## config.mk

```make
export PLATFORM = sky130hd
export DESIGN_NAME = bridge_pwm
export DESIGN_NICKNAME = d
export VERILOG_FILES = /design/src/rtl/bpwm_pkg.sv /design/src/rtl/bpwm_regs.sv /design/src/rtl/bpwm_timebase.sv /design/src/rtl/bpwm_modulator.sv /design/src/rtl/bpwm_steer.sv /design/src/rtl/bridge_pwm.sv
export SDC_FILE = /design/constraint.sdc
export NUM_CORES = 1
export LEC_CHECK = 0
export ABC_AREA = 0
export BUFFER_PORTS_ARGS = -buffer_cell sky130_fd_sc_hd__buf_2
export CORE_MARGIN = 10
export CORE_UTILIZATION = 50
export CTS_BUF_LIST = sky130_fd_sc_hd__clkbuf_16
export DETAILED_ROUTE_END_ITERATION = 7
export GPL_ROUTABILITY_DRIVEN = 0
export PLACE_DENSITY = 0.76
export SYNTH_ARGS = -nofsm -noshare
export SYNTH_HDL_FRONTEND = slang
export SYNTH_SLANG_ARGS = --single-unit
```

## constraint.sdc

```tcl
create_clock -name clk -period 2.7 [get_ports clk]
set_input_delay 0.27 -clock clk [delete_from_list [all_inputs] [get_ports clk]]
set_output_delay 0.27 -clock clk [all_outputs]
set_load 0.01 [all_outputs]
```

## src/rtl/bpwm_pkg.sv

```systemverilog
// Package: shared types, register addresses and the line steering table
// for the bridge PWM generator. Assumes a 2-bit mode code and four lines.
package bpwm_pkg;

    localparam int LINE_CNT = 4;

    localparam logic [1:0] ADDR_CTRL   = 2'd0;
    localparam logic [1:0] ADDR_PERIOD = 2'd1;
    localparam logic [1:0] ADDR_DUTY   = 2'd2;

    localparam int CTRL_EN_BIT   = 0;
    localparam int CTRL_MODE_LSB = 1;
    localparam int CTRL_FRAC_LSB = 3;

    typedef enum logic [1:0] {
        MODE_SINGLE = 2'b00,
        MODE_HALF   = 2'b01,
        MODE_FWD    = 2'b10,
        MODE_REV    = 2'b11
    } bridge_mode_e;

    typedef enum logic [1:0] {
        DRV_OFF = 2'b00,
        DRV_MOD = 2'b01,
        DRV_INV = 2'b10,
        DRV_ON  = 2'b11
    } line_drv_e;

    // How a given line (0 = A .. 3 = D) is driven in a given mode.
    function automatic line_drv_e drive_for(bridge_mode_e m, int line);
        line_drv_e d;
        d = DRV_OFF;
        case (m)
            MODE_SINGLE: if (line == 0) d = DRV_MOD;
            MODE_HALF: begin
                if (line == 0) d = DRV_MOD;
                if (line == 1) d = DRV_INV;
            end
            MODE_FWD: begin
                if (line == 0) d = DRV_ON;
                if (line == 3) d = DRV_MOD;
            end
            MODE_REV: begin
                if (line == 2) d = DRV_ON;
                if (line == 1) d = DRV_MOD;
            end
            default: d = DRV_OFF;
        endcase
        return d;
    endfunction

endpackage

```

## src/rtl/bpwm_regs.sv

```systemverilog
// Register file: decodes the write port into enable, mode, period and the
// buffered 10-bit duty value. Assumes DATA_W >= CTRL_FRAC_LSB + SUB_W.
module bpwm_regs
    import bpwm_pkg::*;
#(
    parameter int TIMER_W = 8,
    parameter int SUB_W   = 2,
    localparam int DUTY_W = TIMER_W + SUB_W,
    localparam int DATA_W = TIMER_W,
    localparam int CTRL_USED = CTRL_FRAC_LSB + SUB_W
) (
    input  logic               clk,
    input  logic               rst_n,
    input  logic               wr_en,
    input  logic [1:0]         wr_addr,
    input  logic [DATA_W-1:0]  wr_data,
    output logic               en_o,
    output bridge_mode_e       mode_o,
    output logic [TIMER_W-1:0] period_o,
    output logic [DUTY_W-1:0]  duty_buf_o
);

    logic [TIMER_W-1:0] duty_hi_q;
    logic [SUB_W-1:0]   duty_lo_q;

    // Register update from the write port.
    always_ff @(posedge clk) begin
        if (!rst_n) begin
            en_o      <= 1'b0;
            mode_o    <= MODE_SINGLE;
            period_o  <= '0;
            duty_hi_q <= '0;
            duty_lo_q <= '0;
        end else if (wr_en) begin
            case (wr_addr)
                ADDR_CTRL: begin
                    en_o      <= wr_data[CTRL_EN_BIT];
                    mode_o    <= bridge_mode_e'(wr_data[CTRL_MODE_LSB +: 2]);
                    duty_lo_q <= wr_data[CTRL_FRAC_LSB +: SUB_W];
                end
                ADDR_PERIOD: period_o  <= wr_data;
                ADDR_DUTY:   duty_hi_q <= wr_data;
                default: ;
            endcase
        end
    end

    // Buffered duty: upper bits from the duty register, lower from control.
    assign duty_buf_o = {duty_hi_q, duty_lo_q};

    // Reserved control bits carry no function.
    generate
        if (DATA_W > CTRL_USED) begin : g_rsvd
            logic rsvd_bits_unused;
            assign rsvd_bits_unused = ^wr_data[DATA_W-1:CTRL_USED];
        end
    endgenerate

endmodule

```

## src/rtl/bpwm_timebase.sv

```systemverilog
// Time base: a SUB_W-bit sub-counter below a TIMER_W-bit period timer.
// The timer restarts on the sub-counter wrap that finds it equal to the
// period. Assumes the period input may change at any time; a timer already
// above a lowered period runs on to its natural wrap.
module bpwm_timebase #(
    parameter int TIMER_W = 8,
    parameter int SUB_W   = 2,
    localparam int TB_W   = TIMER_W + SUB_W
) (
    input  logic               clk,
    input  logic               rst_n,
    input  logic               en_i,
    input  logic [TIMER_W-1:0] period_i,
    output logic [TB_W-1:0]    tb_o,
    output logic [TB_W-1:0]    tb_next_o,
    output logic               match_evt_o,
    output logic               match_o
);

    localparam logic [SUB_W-1:0] SUB_LAST = '1;

    logic [SUB_W-1:0]   sub_q, sub_d;
    logic [TIMER_W-1:0] timer_q, timer_d;
    logic               sub_wrap;

    assign sub_wrap    = (sub_q == SUB_LAST);
    assign match_evt_o = en_i && sub_wrap && (timer_q == period_i);

    // Next-state of sub-counter and timer, held at zero while disabled.
    always_comb begin
        sub_d   = sub_q;
        timer_d = timer_q;
        if (!en_i) begin
            sub_d   = '0;
            timer_d = '0;
        end else if (sub_wrap) begin
            sub_d   = '0;
            timer_d = match_evt_o ? '0 : timer_q + 1'b1;
        end else begin
            sub_d = sub_q + 1'b1;
        end
    end

    // Counter and tick registers.
    always_ff @(posedge clk) begin
        if (!rst_n) begin
            sub_q   <= '0;
            timer_q <= '0;
            match_o <= 1'b0;
        end else begin
            sub_q   <= sub_d;
            timer_q <= timer_d;
            match_o <= match_evt_o;
        end
    end

    assign tb_o      = {timer_q, sub_q};
    assign tb_next_o = {timer_d, sub_d};

    AST_RESTART_ZERO: assert property (@(posedge clk) disable iff (!rst_n)
        match_o |-> (tb_o == '0));
    AST_TICK_SINGLE: assert property (@(posedge clk) disable iff (!rst_n)
        match_o |=> !match_o);
    AST_HOLD_WHEN_OFF: assert property (@(posedge clk) disable iff (!rst_n)
        !en_i |=> (tb_o == '0));

endmodule

```

## src/rtl/bpwm_modulator.sv

```systemverilog
// Modulator: keeps the working duty latch and the set/reset PWM flop.
// At a period match the buffered duty is loaded and the signal is set
// (unless the new duty is zero); it resets when the next time base value
// equals the working duty. Assumes the time base visits every value.
module bpwm_modulator #(
    parameter int DUTY_W = 10
) (
    input  logic              clk,
    input  logic              rst_n,
    input  logic              en_i,
    input  logic              match_evt_i,
    input  logic [DUTY_W-1:0] tb_next_i,
    input  logic [DUTY_W-1:0] duty_buf_i,
    output logic              pwm_o
);

    logic [DUTY_W-1:0] duty_q;

    // Working duty latch: loaded only on a period match.
    always_ff @(posedge clk) begin
        if (!rst_n) begin
            duty_q <= '0;
        end else if (match_evt_i) begin
            duty_q <= duty_buf_i;
        end
    end

    // Set/reset PWM flop.
    always_ff @(posedge clk) begin
        if (!rst_n) begin
            pwm_o <= 1'b0;
        end else if (!en_i) begin
            pwm_o <= 1'b0;
        end else if (match_evt_i) begin
            pwm_o <= (duty_buf_i != '0);
        end else if (tb_next_i == duty_q) begin
            pwm_o <= 1'b0;
        end
    end

    AST_DUTY_HELD: assert property (@(posedge clk) disable iff (!rst_n)
        !match_evt_i |=> $stable(duty_q));
    AST_ZERO_DUTY_QUIET: assert property (@(posedge clk) disable iff (!rst_n)
        pwm_o |-> (duty_q != '0));

endmodule

```

## src/rtl/bpwm_steer.sv

```systemverilog
// Steering: maps the modulated signal onto the four lines according to
// the mode code; every line is low while disabled. Purely combinational.
module bpwm_steer
    import bpwm_pkg::*;
(
    input  logic                en_i,
    input  bridge_mode_e        mode_i,
    input  logic                pwm_i,
    output logic [LINE_CNT-1:0] lines_o
);

    for (genvar gi = 0; gi < LINE_CNT; gi++) begin : g_line
        line_drv_e drv;
        assign drv = drive_for(mode_i, gi);

        // Drive one line from its table entry.
        always_comb begin
            case (drv)
                DRV_MOD: lines_o[gi] = en_i & pwm_i;
                DRV_INV: lines_o[gi] = en_i & ~pwm_i;
                DRV_ON:  lines_o[gi] = en_i;
                default: lines_o[gi] = 1'b0;
            endcase
        end
    end

endmodule

```

## src/rtl/bridge_pwm.sv

```systemverilog
// Top: bridge PWM generator. Joins the register file, time base,
// modulator and line steering. Period length is (P + 1) << SUB_W cycles.
module bridge_pwm
    import bpwm_pkg::*;
#(
    parameter int TIMER_W = 8,
    parameter int SUB_W   = 2,
    localparam int DUTY_W = TIMER_W + SUB_W
) (
    input  logic                clk,
    input  logic                rst_n,
    input  logic                wr_en,
    input  logic [1:0]          wr_addr,
    input  logic [TIMER_W-1:0]  wr_data,
    output logic [LINE_CNT-1:0] pwm_lines,
    output logic                period_tick
);

    logic               en;
    bridge_mode_e       mode;
    logic [TIMER_W-1:0] period;
    logic [DUTY_W-1:0]  duty_buf;
    logic [DUTY_W-1:0]  tb, tb_next;
    logic               match_evt;
    logic               pwm_mod;

    bpwm_regs #(.TIMER_W(TIMER_W), .SUB_W(SUB_W)) u_regs (
        .clk        (clk),
        .rst_n      (rst_n),
        .wr_en      (wr_en),
        .wr_addr    (wr_addr),
        .wr_data    (wr_data),
        .en_o       (en),
        .mode_o     (mode),
        .period_o   (period),
        .duty_buf_o (duty_buf)
    );

    bpwm_timebase #(.TIMER_W(TIMER_W), .SUB_W(SUB_W)) u_tb (
        .clk         (clk),
        .rst_n       (rst_n),
        .en_i        (en),
        .period_i    (period),
        .tb_o        (tb),
        .tb_next_o   (tb_next),
        .match_evt_o (match_evt),
        .match_o     (period_tick)
    );

    bpwm_modulator #(.DUTY_W(DUTY_W)) u_mod (
        .clk         (clk),
        .rst_n       (rst_n),
        .en_i        (en),
        .match_evt_i (match_evt),
        .tb_next_i   (tb_next),
        .duty_buf_i  (duty_buf),
        .pwm_o       (pwm_mod)
    );

    bpwm_steer u_steer (
        .en_i    (en),
        .mode_i  (mode),
        .pwm_i   (pwm_mod),
        .lines_o (pwm_lines)
    );

    logic tb_view_unused;
    assign tb_view_unused = ^tb;

    AST_HALF_COMPL: assert property (@(posedge clk) disable iff (!rst_n)
        (en && mode == MODE_HALF) |-> (pwm_lines[1] == !pwm_mod));
    AST_OFF_LINES: assert property (@(posedge clk) disable iff (!rst_n)
        !en |-> (pwm_lines == '0));

endmodule

```

==> results of run 1 <==
[critical path, stage by stage, from the launching register on]
cell and delay, ns:
dfxtp_1 0.39, ha_1 0.36, nand3_1 0.13, or3_1 0.57, a2111o_1 0.46, o21ai_1 0.08
a211oi_1 0.08
[state kept, by name (all words and copies together) (netlist names)]
name and count:
u_regs.duty_lo_q 2, u_tb.sub_q 2, u_regs.en_o 1, u_tb.match_o 1, u_mod.duty_q 10, u_regs.duty_hi_q 8, u_regs.mode_o 2, u_regs.period_o 8
u_tb.timer_q 8, u_mod.pwm_o 1
[cells in the final DEF (no fill, tap or decap), types with 3 or more instances in the layout]
master / Yosys / layout
clkbuf_16: 0 / 5
nand2_1: 4 / 4
xor2_1: 4 / 4
nand3_1: 5 / 5
xnor2_1: 11 / 11
nand2b_1: 3 / 3
buf_2: 3 / 17
nor2_1: 43 / 43
a21oi_1: 4 / 4
a211oi_1: 3 / 3
dfxtp_1: 43 / 43
or3_1: 4 / 4
and3_1: 3 / 3
nand4_1: 4 / 4
mux2i_1: 32 / 32
[stage by stage]
stage	util [%]	hold WS, ns	std cells	setup WS, ns	cell area, sq um
after detailed placement	55.7	0.481	263	0.544	2070
after global placement	55.7	0.453	263	0.593	2070
after global routing	59.6	0.260	271	0.368	2210
final	59.6	0.232	271	0.512	2210
after floorplan	-	0.414	207	0.814	1960
after CTS	59.6	0.235	271	0.536	2210
[layer usage]
layer	wire [um]	part of all wire, %
met5	0	0
met4	50	1.2
met3	157	3.7
met2	2080	49
met1	1990	47
[worst max path at each step]
stage / endpoint
4_1_cts: u_mod.pwm_o
5_1_grt: u_mod.pwm_o
6_report: u_mod.pwm_o
3_5_place_dp: u_mod.pwm_o
3_3_place_gp: u_mod.pwm_o
2_1_floorplan: u_mod.pwm_o
[area by class of cell]
type / instances / share of cell area (%)
Sequential cell: 43 / 38.9
Clock buffer: 5 / 5.65
Tap cell: 48 / 2.71
Inverter: 2 / 0.339
Clock inverter: 3 / 0.904
Multi-Input combinational cell: 151 / 47.0
Timing Repair Buffer: 19 / 4.52
[logic make-up (layout without fill, tap and decap cells)]
group	count (synthesis)	after routing	synth area share, %
compound gates	22	22	8.22
xor+xnor	16	16	7.52
fa+ha+maj	2	2	1.27
buf+inv	13	29	3.12
flops	43	43	43.8
mux	32	32	16.3
simple gates	79	79	19.7
[power groups by stage]
stage	registers [mW]	logic, mW	clock network, mW
finish	0.656	0.0644	0.582
global route	0.657	0.0734	0.615
CTS	0.656	0.0648	0.588
detailed placement	0.670	0.0639	0
global placement	0.670	0.0629	0
floorplan	0.666	0.0443	0
==> results by stage, run 1 <==
Placed design:
- The number of I/O port buffers is 17.
- The placed wire-length estimate is about 3200 um.

Synth:
- During synthesis, Yosys emitted a total of 0 warnings.
- After synthesis, the most frequently instantiated cells are dfxtp_1 (43), nor2_1 (43), mux2i_1 (32).
- Synthesis instantiated 41 different standard cells from the library.
- The total of flip-flops plus latches after synthesis is 43.
- In the synthesized netlist the dominant register cell turns out to be dfxtp_1.
- The number of synthesized flops with an enable pin is 0.
- The netlist area before placement is between 1500 and 2000 sq um.
- In the synthesized netlist the async set-or-reset flop fraction comes to 0%.
- The fraction of synthesized cell area taken by the top area cell type is around 44%.
- The synthesized design spends more area on one cell type than any other, namely dfxtp_1.
- The post-synthesis sequential area ratio is a little over two fifths.
- Sorting the synthesized cells by area gives the leading types as dfxtp_1 (44%), mux2i_1 (16%), nor2_1 (8.2%), xnor2_1 (4.9%), xor2_1 (1.8%).
- In the synthesized netlist, the number of instances is 207.
- The synthesized netlist net count is around 220.
- Each instance of the synthesized netlist takes up on average roughly 9.5 sq um.

Clocking:
- TritonCTS built the clock tree.
- The clock-pin slew of the registers on the worst-case setup and hold paths is around 0.060 ns.
- The hold-fix buffer count after cts is 0.
- The tree is rooted in a clkbuf_16.
- The total clock buffers created by CTS is 5.
- Clock tree synthesis found a total of between 40 and 50 sinks.
- The clock tree buffer depth is 2.
- The clock latency at the later pin of the worst-skew pair is approximately 0.28 ns.
- The level count of the clock H-tree is 2.
- Gates resized during post-CTS repair numbered 0.
- The number of setup buffers added after CTS is 0.

Setup path:
- Setup slack on the worst reg-to-reg path comes out at around 0.51 ns.
- The worst setup path is of the reg -> reg kind.
- For the worst setup path, the data required time is roughly 2.9 ns.
- In this run the worst setup path begins at u_tb.sub_q[0].
- The kind of start point of the critical path is a flip-flop.
- Measured in cells, the most critical reg-to-reg path has a length of 6.
- The worst setup path is captured at a flip-flop.
- The highest net fanout along the worst path is 10.
- The endpoint identified for the worst register-to-register timing path is u_mod.pwm_o.
- In this run the critical register-to-register path is launched from u_tb.sub_q[0].
- Data on the critical path arrives at its endpoint at between 2 and 2.5 ns.

Power:
- The power density normalized to cell area is between 500 and 600 nW/um^2.
- The maximum resistive drop on vdd is around 0.00044 V.
- The completed layout was analyzed and its total power is around 1.3 mW.
- The clock network fraction of total power is between 40 and 50%.
- Summed over all nets, the switching power comes to between 0.2 and 0.3 mW.
- Of the total power, the share spent switching nets is ~22%.
- The leakage power of the design is between 1 and 1.5 nW.
- The share of power burned in combinational logic is 4.9%.
- In this run, flip-flops and latches consume approximately 50% of the power.
- The internal power is 1.02 mW.

Global route:
- Entering global routing, the biggest net connects 33 pins.
- The total grt overflow is 0.
- In this run the most used layer during global routing was met2.
- The number of antenna violations at the first check in global routing is 0.
- The first global-routing pass estimated 7170 um of wire.
- For this run, global-route usage on met2 was measured as 22.2%.
- The met3 usage in global routing is under 10%.
- In the global route stage, overall resource usage came out at about 14%.
- The met1 track demand over resource in global routing is about 17%.
- The via count of the first global-routing pass is 1484.

Drt:
- The vias after detailed routing is 1519.
- The number of remaining DRC errors is 0.
- Using the TritonRoute via totals, the vias-per-cell ratio works out to about 5.6.
- The first routing iteration left about 140 violations.
- The first-pass iteration count of the detailed router is 4.
- The final wirelength is 4270 um.
- The per-cell routed wire length is 15.8 um.
- The count of antenna-violating nets left after detailed routing is 0.

Die:
- The effective utilization at floorplan is 52.8%.
- 18 I/O pins were placed.
- The die boundary height is 82.7 um.
- The floorplan core area is 3720 sq um.
- In this run the core area contains 22 standard-cell rows.
- From left edge to right edge, the die measures around 83 um.
- The die covers 6830 sq um.

Min path:
- The class of the tightest hold or removal check is in -> reg.
- The startpoint identified for the worst hold timing path is wr_data[5].
- For hold timing, the worst endpoint is u_regs.duty_hi_q[5].
- The worst hold path was traced through 3 stages.

Cells and area:
- The number of antenna diodes is 0.
- The multi-input gate area in the final layout is between 1000 and 1500 sq um.
- Registers take 861 sq um.
- Fill cells in the final layout number between 300 and 400.
- The number of nets in the layout is between 200 and 250.
- Cells with a size suffix above 1 make up a little over an eighth of the layout.
- Relative to the synthesized area, the layout overhead comes to 12.8%.

STA:
- After routing, the total negative slack on setup checks comes to 0 ns.
- Headroom to the max-slew limit came out at 36.4%.
- The final hold violation count is 0.
- The setup violation total in the final timing report is 0.
- The worst clock skew on the final layout is 0.00495 ns.
- The routed design could run at a clock period as short as approximately 2.2 ns.
- For this run, the top clock speed supported by timing is around 0.46 GHz.
- The number of pins with negative max-slew slack in the final report came to 0.
- The share of the clock period used by the worst path after layout is 81.0%.
- The measured slew at the worst slew-check pin is approximately 0.95 ns.
- Setup repair after global routing left no endpoint under its margin.

Status:
- The flow ran to the end, and the final reports show no timing, DRC or antenna violations.

Job:
- Across the run, the number of max-cap violations was 0.
Note: power is estimated with default switching activity, not from simulation.
==> inputs of run 2 (changes only) <==
Settings changed: PLACE_DENSITY 0.76 to 0.79.
Clock period 2.7 ns to 1.9 ns, I/O delays scaled along.
==> run 2 against run 1 <==
Against the previous run:
- non-clock buffer count is 11 higher
- setup slack worse by 0.46 ns
- sequential power is 42% higher
==> results by stage, run 2 (same netlist as run 1, synthesis figures left out) <==
Setup path:
- The worst register-to-register path has a setup slack of 0.05 ns.
- The worst register-to-register path begins at u_tb.sub_q[0].
- The cell depth of the worst flop-to-flop path is 7.
- The required time of the worst setup path is about 2.1 ns.
- The critical path goes through ha_4, nand4_1, xor2_2, a221o_1, a211o_1, a211oi_2, a211oi_1.
- The end of the worst register-to-register path is u_mod.pwm_o.
- The worst setup path is captured at a flip-flop.
- The kind of start point of the critical path is a flip-flop.
- On the critical path, the stage with the largest delay is an instance of dfxtp_2.
- For this run, the slowest stage of the critical path takes 0.35 ns.
- The launching element of the worst setup path is u_tb.sub_q[0].
- Data on the critical path arrives at its endpoint at between 2 and 2.5 ns.
- Of all nets on the critical path, the largest fanout is 7.
- The most critical setup path has its endpoint at u_mod.pwm_o.
- The critical path is of the reg -> reg type.

STA:
- For this run, the top clock speed supported by timing is 0.542 GHz.
- For the final database, setup skew stands at roughly 0.0024 ns.
- The setup violation total in the final timing report is 0.
- The measured slew at the worst slew-check pin is approximately 0.56 ns.
- Subtracting the final worst setup slack from the clock period gives roughly 1.8 ns.
- The final hold violation count is 0.
- The share of the clock period used by the worst path after layout is between 90% and 100%.
- The number of pins with negative max-slew slack in the final report is 0.
- The worst slew margin relative to its limit is between 60% and 70%.

Cells and area:
- 0 antenna diodes ended up in the layout.
- The register with the most flip-flops is u_mod.duty_q.
- The non-filler instance count after layout is about 280.
- In the final layout, the share of cells above drive strength 1 is 21.5%.
- The number of flip-flops in the largest register is 10.
- Leaving out fill and tap cells, the most frequent cells in the layout are nor2_1 (43), dfxtp_1 (38), mux2i_1 (32).
- Leaving out fill and tap cells, the most frequent cell in the layout is nor2_1.
- The filler cell count is approximately 320.
- The number of nets in the layout is 248.
- The area growth from synthesis to layout is 19.9%.

Drt:
- For this block, the via count after detailed routing is between 1500 and 2000.
- Dividing the detail-routed wire length by the instance count gives roughly 16 um.
- For this run, design rule violations remaining after detail routing come to 0.
- The first detailed-routing pass ran for 4 iterations.
- After the first detailed-routing iteration, the DRC count stood at 189.
- After detailed routing, the number of vias per cell comes to around 5.7.
- The final wirelength is around 4600 um.
- The detail route stage leaves a number of antenna-violating nets equal to 0.

Global route:
- The via count of the first global-routing pass is around 1600.
- After global routing the overflow that remains totals 0.
- The first global-routing pass estimated between 7000 and 8000 um of wire.
- The maximum number of pins on one net before global-route repair is 27.
- The total track usage is 14.4%.
- The number of antenna violations at the first check in global routing is 0.

Placed design:
- Detailed placement ended at an HPWL of between 3000 and 4000 um.
- Input and output buffers added on the ports amount to 17.
- The number of cells after detailed placement is approximately 270.

Clocking:
- The H-tree generated during clock tree synthesis spans 2 levels.
- For the worst-skew pair, the clock arrives at the later sink with an insertion delay of around 0.28 ns.
- The root buffer cell is clkbuf_16.
- The clock tree from TritonCTS is built.
- The total clock buffers created by CTS is 5.
- The sink count of the clock tree is between 40 and 50.
- After clock tree synthesis, the clock-pin slew on the worst setup and hold paths is ~0.060 ns.
- No sink is reached through more buffers than the 2 on the longest clock path.

Power:
- The design draws 1.99 mW.
- The maximum resistive drop on vdd is 0.000840 V.
- The leakage power of the design is 1.10 nW.
- The power density normalized to cell area is 843 nW/um^2.

Die:
- The count of boundary I/O pins is 18.
- The die boundary height is around 83 um.
- The area of the die is between 6000 and 7000 sq um.
- The initial utilization of the core area, before any placement, comes to between 50% and 60%.
- The floorplan core area is 3720 sq um.
- The floorplan row count is 22.
- The die is slightly above 80 um wide.

Min path:
- The class of the tightest hold or removal check is in -> reg.

Status:
- The flow ran to the end, and the final reports show no timing, DRC or antenna violations.

Job:
- Max-cap violations in this run came to 0.
==> run 2: per-layer routing <==
layer	GRT usage (%)	wire length, um	share of wire (%)	vias up
met5	0	0	0	-
met4	6.19	136	3.0	0
met3	4.00	190	4.2	14
met2	22.1	2170	47	56
met1	18.5	2080	45	765
li1	-	-	-	778
==> run 2: worst min path at each step <==
stage,from,endpoint,cells past startpoint,slack (ns)
2_1_floorplan,wr_data[0],u_regs.duty_hi_q[0],2,0.33
3_3_place_gp,wr_data[7],u_regs.duty_hi_q[7],3,0.44
3_5_place_dp,wr_data[5],u_regs.period_o[5],3,0.45
4_1_cts,wr_data[5],u_regs.duty_hi_q[5],3,0.15
5_1_grt,wr_data[7],u_regs.period_o[7],3,0.18
6_report,wr_data[5],u_regs.duty_hi_q[5],3,0.16
==> run 2: critical path: cells and delay by family, from the launching register on <==
kind / cells / cell delay, ns
AND/OR/NAND/NOR: 1 / 0.15
adder cells (fa/ha/maj): 1 / 0.19
XOR/XNOR: 1 / 0.22
flip-flops: 1 / 0.35
AO/OA/AOI/OAI: 4 / 0.82
==> run 2: layout make-up <==
class | count | area, sq um | area share (%)
clock inverter | 2 | 37.5 | 1.59
inverter | 2 | 7.51 | 0.319
sequential | 43 | 867 | 36.8
timing repair buffer | 30 | 183 | 7.76
clock buffer | 5 | 125 | 5.31
multi-input combinational | 151 | 1070 | 45.6
tap | 48 | 60.1 | 2.55
==> run 2: metrics by stage <==
stage          cell area [sq um]  hold WS, ns  TNS [ns]  utilization [%]  worst slack, ns
3_3_place_gp                2140        0.438   -0.0396             57.7          -0.0396
4_1_cts                     2320        0.153         0             62.5           0.0298
3_5_place_dp                2140        0.448   -0.0993             57.7          -0.0993
6_report                    2350        0.157         0             63.4           0.0533
2_1_floorplan               1960        0.334         0                -           0.0141
5_1_grt                     2350        0.182   -0.0447             63.4          -0.0447
==> run 2: what timing repair did <==
action,CTS,global route
endpoints found under the hold margin,0,0
endpoints found under the setup margin,1,2
gates resized for setup,3,8
buffers inserted,0,1
hold buffers,0,0
pin swaps,0,2
==> run 2: where the power goes <==
part / internal (mW) / switching (mW)
sequential: 0.917 / 0.0151
clock: 0.612 / 0.345
combinational: 0.0450 / 0.0512
total: 1.57 / 0.411
==> inputs of run 3 (changes only) <==
Settings changed: PLACE_DENSITY 0.79 to 0.76.
Clock period 1.9 ns to 2.4 ns, I/O delays scaled along.
==> run 3 against run 2 <==
Against the previous run:
- wire length fell by 5.1%
- sequential share of layout area is 1.4 points higher
- power fell by 19%
- sequential power is 21% lower
- worst hold slack gained 0.042 ns
- global-route usage down 0.28 points
- via count decreased by 5.9%
- register-to-register slack better by 0.18 ns
- clock power decreased by 17%
- highest routed layer unchanged
- critical path type unchanged
==> results by stage, run 3 (same netlist as run 1, synthesis figures left out) <==
Setup path:
- The buffering stage count on the worst path with inverters included is 0.
- The dominant cell type by count on the critical path is o21ai_1.
- On the worst path, the slowest cell contributes a delay of about 0.53 ns.
- The setup check on the worst reg-to-reg path leaves a slack of between 0.2 and 0.25 ns.
- The highest net fanout along the worst path is 7.
- At the worst endpoint, the arrival time is about 2.3 ns.
- The cell class contributing the biggest share of worst-path delay is simple AND/OR/NAND/NOR gates.
- The required time of the worst setup path is roughly 2.6 ns.
- The category of the critical setup timing path is reg -> reg.
- STA classifies the critical path endpoint as a flip-flop.
- STA classifies the critical path startpoint as a flip-flop.
- Walking the worst path, the cells encountered are ha_1, nand3_1, o21ai_1, a21oi_1, or4_1, o21ai_1, a211oi_1.
- Among all stages on the critical path, the largest delay is contributed by or4_1.

Drt:
- After detailed routing, the number of remaining DRC violations is 0.
- For this run, the detailed router's first-pass iteration total came to 4.
- For this block, the initial DRC count from the detailed router was around 150.
- The final wirelength is 4340 um.
- The per-cell via count in the routed design is 5.58.
- The per-cell routed wire length is between 15 and 20 um.
- The vias after detailed routing is between 1500 and 2000.
- The count of antenna-violating nets left after detailed routing is 0.

Cells and area:
- In the layout the commonest cells are nor2_1 (43), dfxtp_1 (43), mux2i_1 (32).
- The number of nets in the layout is roughly 240.
- Of the cells placed in the final design, the portion with a size suffix greater than 1 is 13.8%.
- The finished cells cover between 2000 and 2500 sq um.
- Counting flops per register, the top entry is u_mod.duty_q.
- From synthesis to final layout, the design area changed by 14.6%.
- The number of antenna diodes is 0.
- The register with the most flip-flops in the layout has 10 of them.
- Once layout is complete, the cells apart from fillers number ~270.
- The layout has 338 filler cells.

Clocking:
- Counting every sink on the clock net gives 43.
- Clock latency on the worst-skew pair, taken at its later pin, is roughly 0.29 ns.
- The H-tree was split into 2 levels.
- The clock-pin slew of the registers on the worst-case setup and hold paths is ~0.060 ns.
- The clock passes through at most 2 buffers.
- The hold-fix buffer count after cts is 0.
- The quantity of gates resized following cts is 0.
- The total clock buffers created by CTS is 5.
- The number of post-CTS setup repair buffers is 0.
- The clock tree from TritonCTS is built.
- CTS placed an instance of clkbuf_16 at the clock tree root.

STA:
- The worst clock skew on the final layout is approximately 0.0079 ns.
- Setup repair after global routing left no endpoint under its margin.
- For the finished layout, the period the worst path requires is 2.16 ns.
- The share of the clock period used by the worst path after layout is about nine tenths.
- The final worst hold slack is slightly below 0.2 ns.
- The number of pins with negative max-slew slack in the final report is 0.
- The setup violation total in the final timing report is 0.
- The final hold violation count is 0.
- Timing would allow up to roughly 0.46 GHz.
- The setup TNS is 0 ns.
- The worst slew margin relative to its limit is 61.1%.
- The measured slew at the worst slew-check pin is approximately 0.58 ns.

Placed design:
- Once placement finished, the instance area stood at roughly 2100 sq um.
- The number of I/O port buffers is 17.
- The placed wire-length estimate is about 3300 um.
- The number of cells after detailed placement is approximately 260.

Job:
- Across the run, the number of max-cap violations was 0.

Die:
- The die is 82.7 um tall.
- The initialized floorplan defines 22 standard-cell rows.
- The floorplan step defined a core boundary enclosing about 3700 sq um.
- 18 I/O pins were placed.
- The area of the die is around 7000 sq um.
- The initial utilization of the core area, before any placement, comes to 52.8%.
- The die is just over 80 um wide.

Global route:
- Entering global routing, the biggest net connects 31 pins.
- The total grt overflow is 0.
- The global-route wire length before repair is between 7000 and 8000 um.
- The number of antenna violations at the first check in global routing is 0.
- The via count of the first global-routing pass is 1475.
- The total track usage is 14.1%.

Power:
- Summed over all cells, the static leakage comes to ~1.1 nW.
- The power consumption is roughly 1.6 mW.
- In this run the power density over the cells is 713 nW/um^2.
- The maximum resistive drop on vdd is 0.000514 V.

Status:
- The flow ran to the end, and the final reports show no timing, DRC or antenna violations.

Min path:
- The class of the tightest hold or removal check is in -> reg.
## run 3: changes by cell type in the layout (fill, tap and decap cells not counted), sizes merged
cell	previous run	this run
buf	30	20
clkinv	0	1
clkinvlp	1	0
inv	2	3
## run 3: layout make-up
class	instances	area, sq um	area share (%)
clock buffers	5	125	5.56
clock inverters	3	47.5	2.11
inverters	2	7.51	0.334
multi-input cells	151	1040	46.3
flip-flops and latches	43	861	38.3
well taps	48	60.1	2.67
repair buffers	20	108	4.78
## run 3: routing by layer
metal | vias up | global-route usage [%] | wire length [um]
met5 | - | 0 | 0
met4 | 0 | 7.02 | 104
li1 | 762 | - | -
met1 | 709 | 18.5 | 2110
met2 | 36 | 21.1 | 1900
met3 | 11 | 3.56 | 215
## run 3: final timing paths
check	startpoint	cells after the start	end
worst max register to register	u_tb.sub_q[0]	7	u_mod.pwm_o
worst min register to register	u_tb.sub_q[0]	1	u_tb.sub_q[0]
worst max-delay path	u_tb.sub_q[0]	7	u_mod.pwm_o
worst min-delay path	wr_data[5]	3	u_regs.period_o[5]
## run 3: worst min-delay path, stage by stage
cell and delay, ns:
buf_2 0.09, mux2i_1 0.06, nor2_1 0.07
## run 3: power by group
group / internal (mW) / leakage [nW] / switching, mW
clock: 0.496 / 0.0844 / 0.297
sequential: 0.726 / 0.348 / 0.0123
combinational: 0.0340 / 0.626 / 0.0393
total: 1.26 / 1.06 / 0.349
## run 3: metrics by stage
step | utilization [%] | worst slack, ns
4_1_cts | 60.5 | 0.249
3_5_place_dp | 55.9 | 0.247
2_1_floorplan | - | 0.514
3_3_place_gp | 55.9 | 0.360
6_report | 60.5 | 0.237
5_1_grt | 60.5 | 0.0836
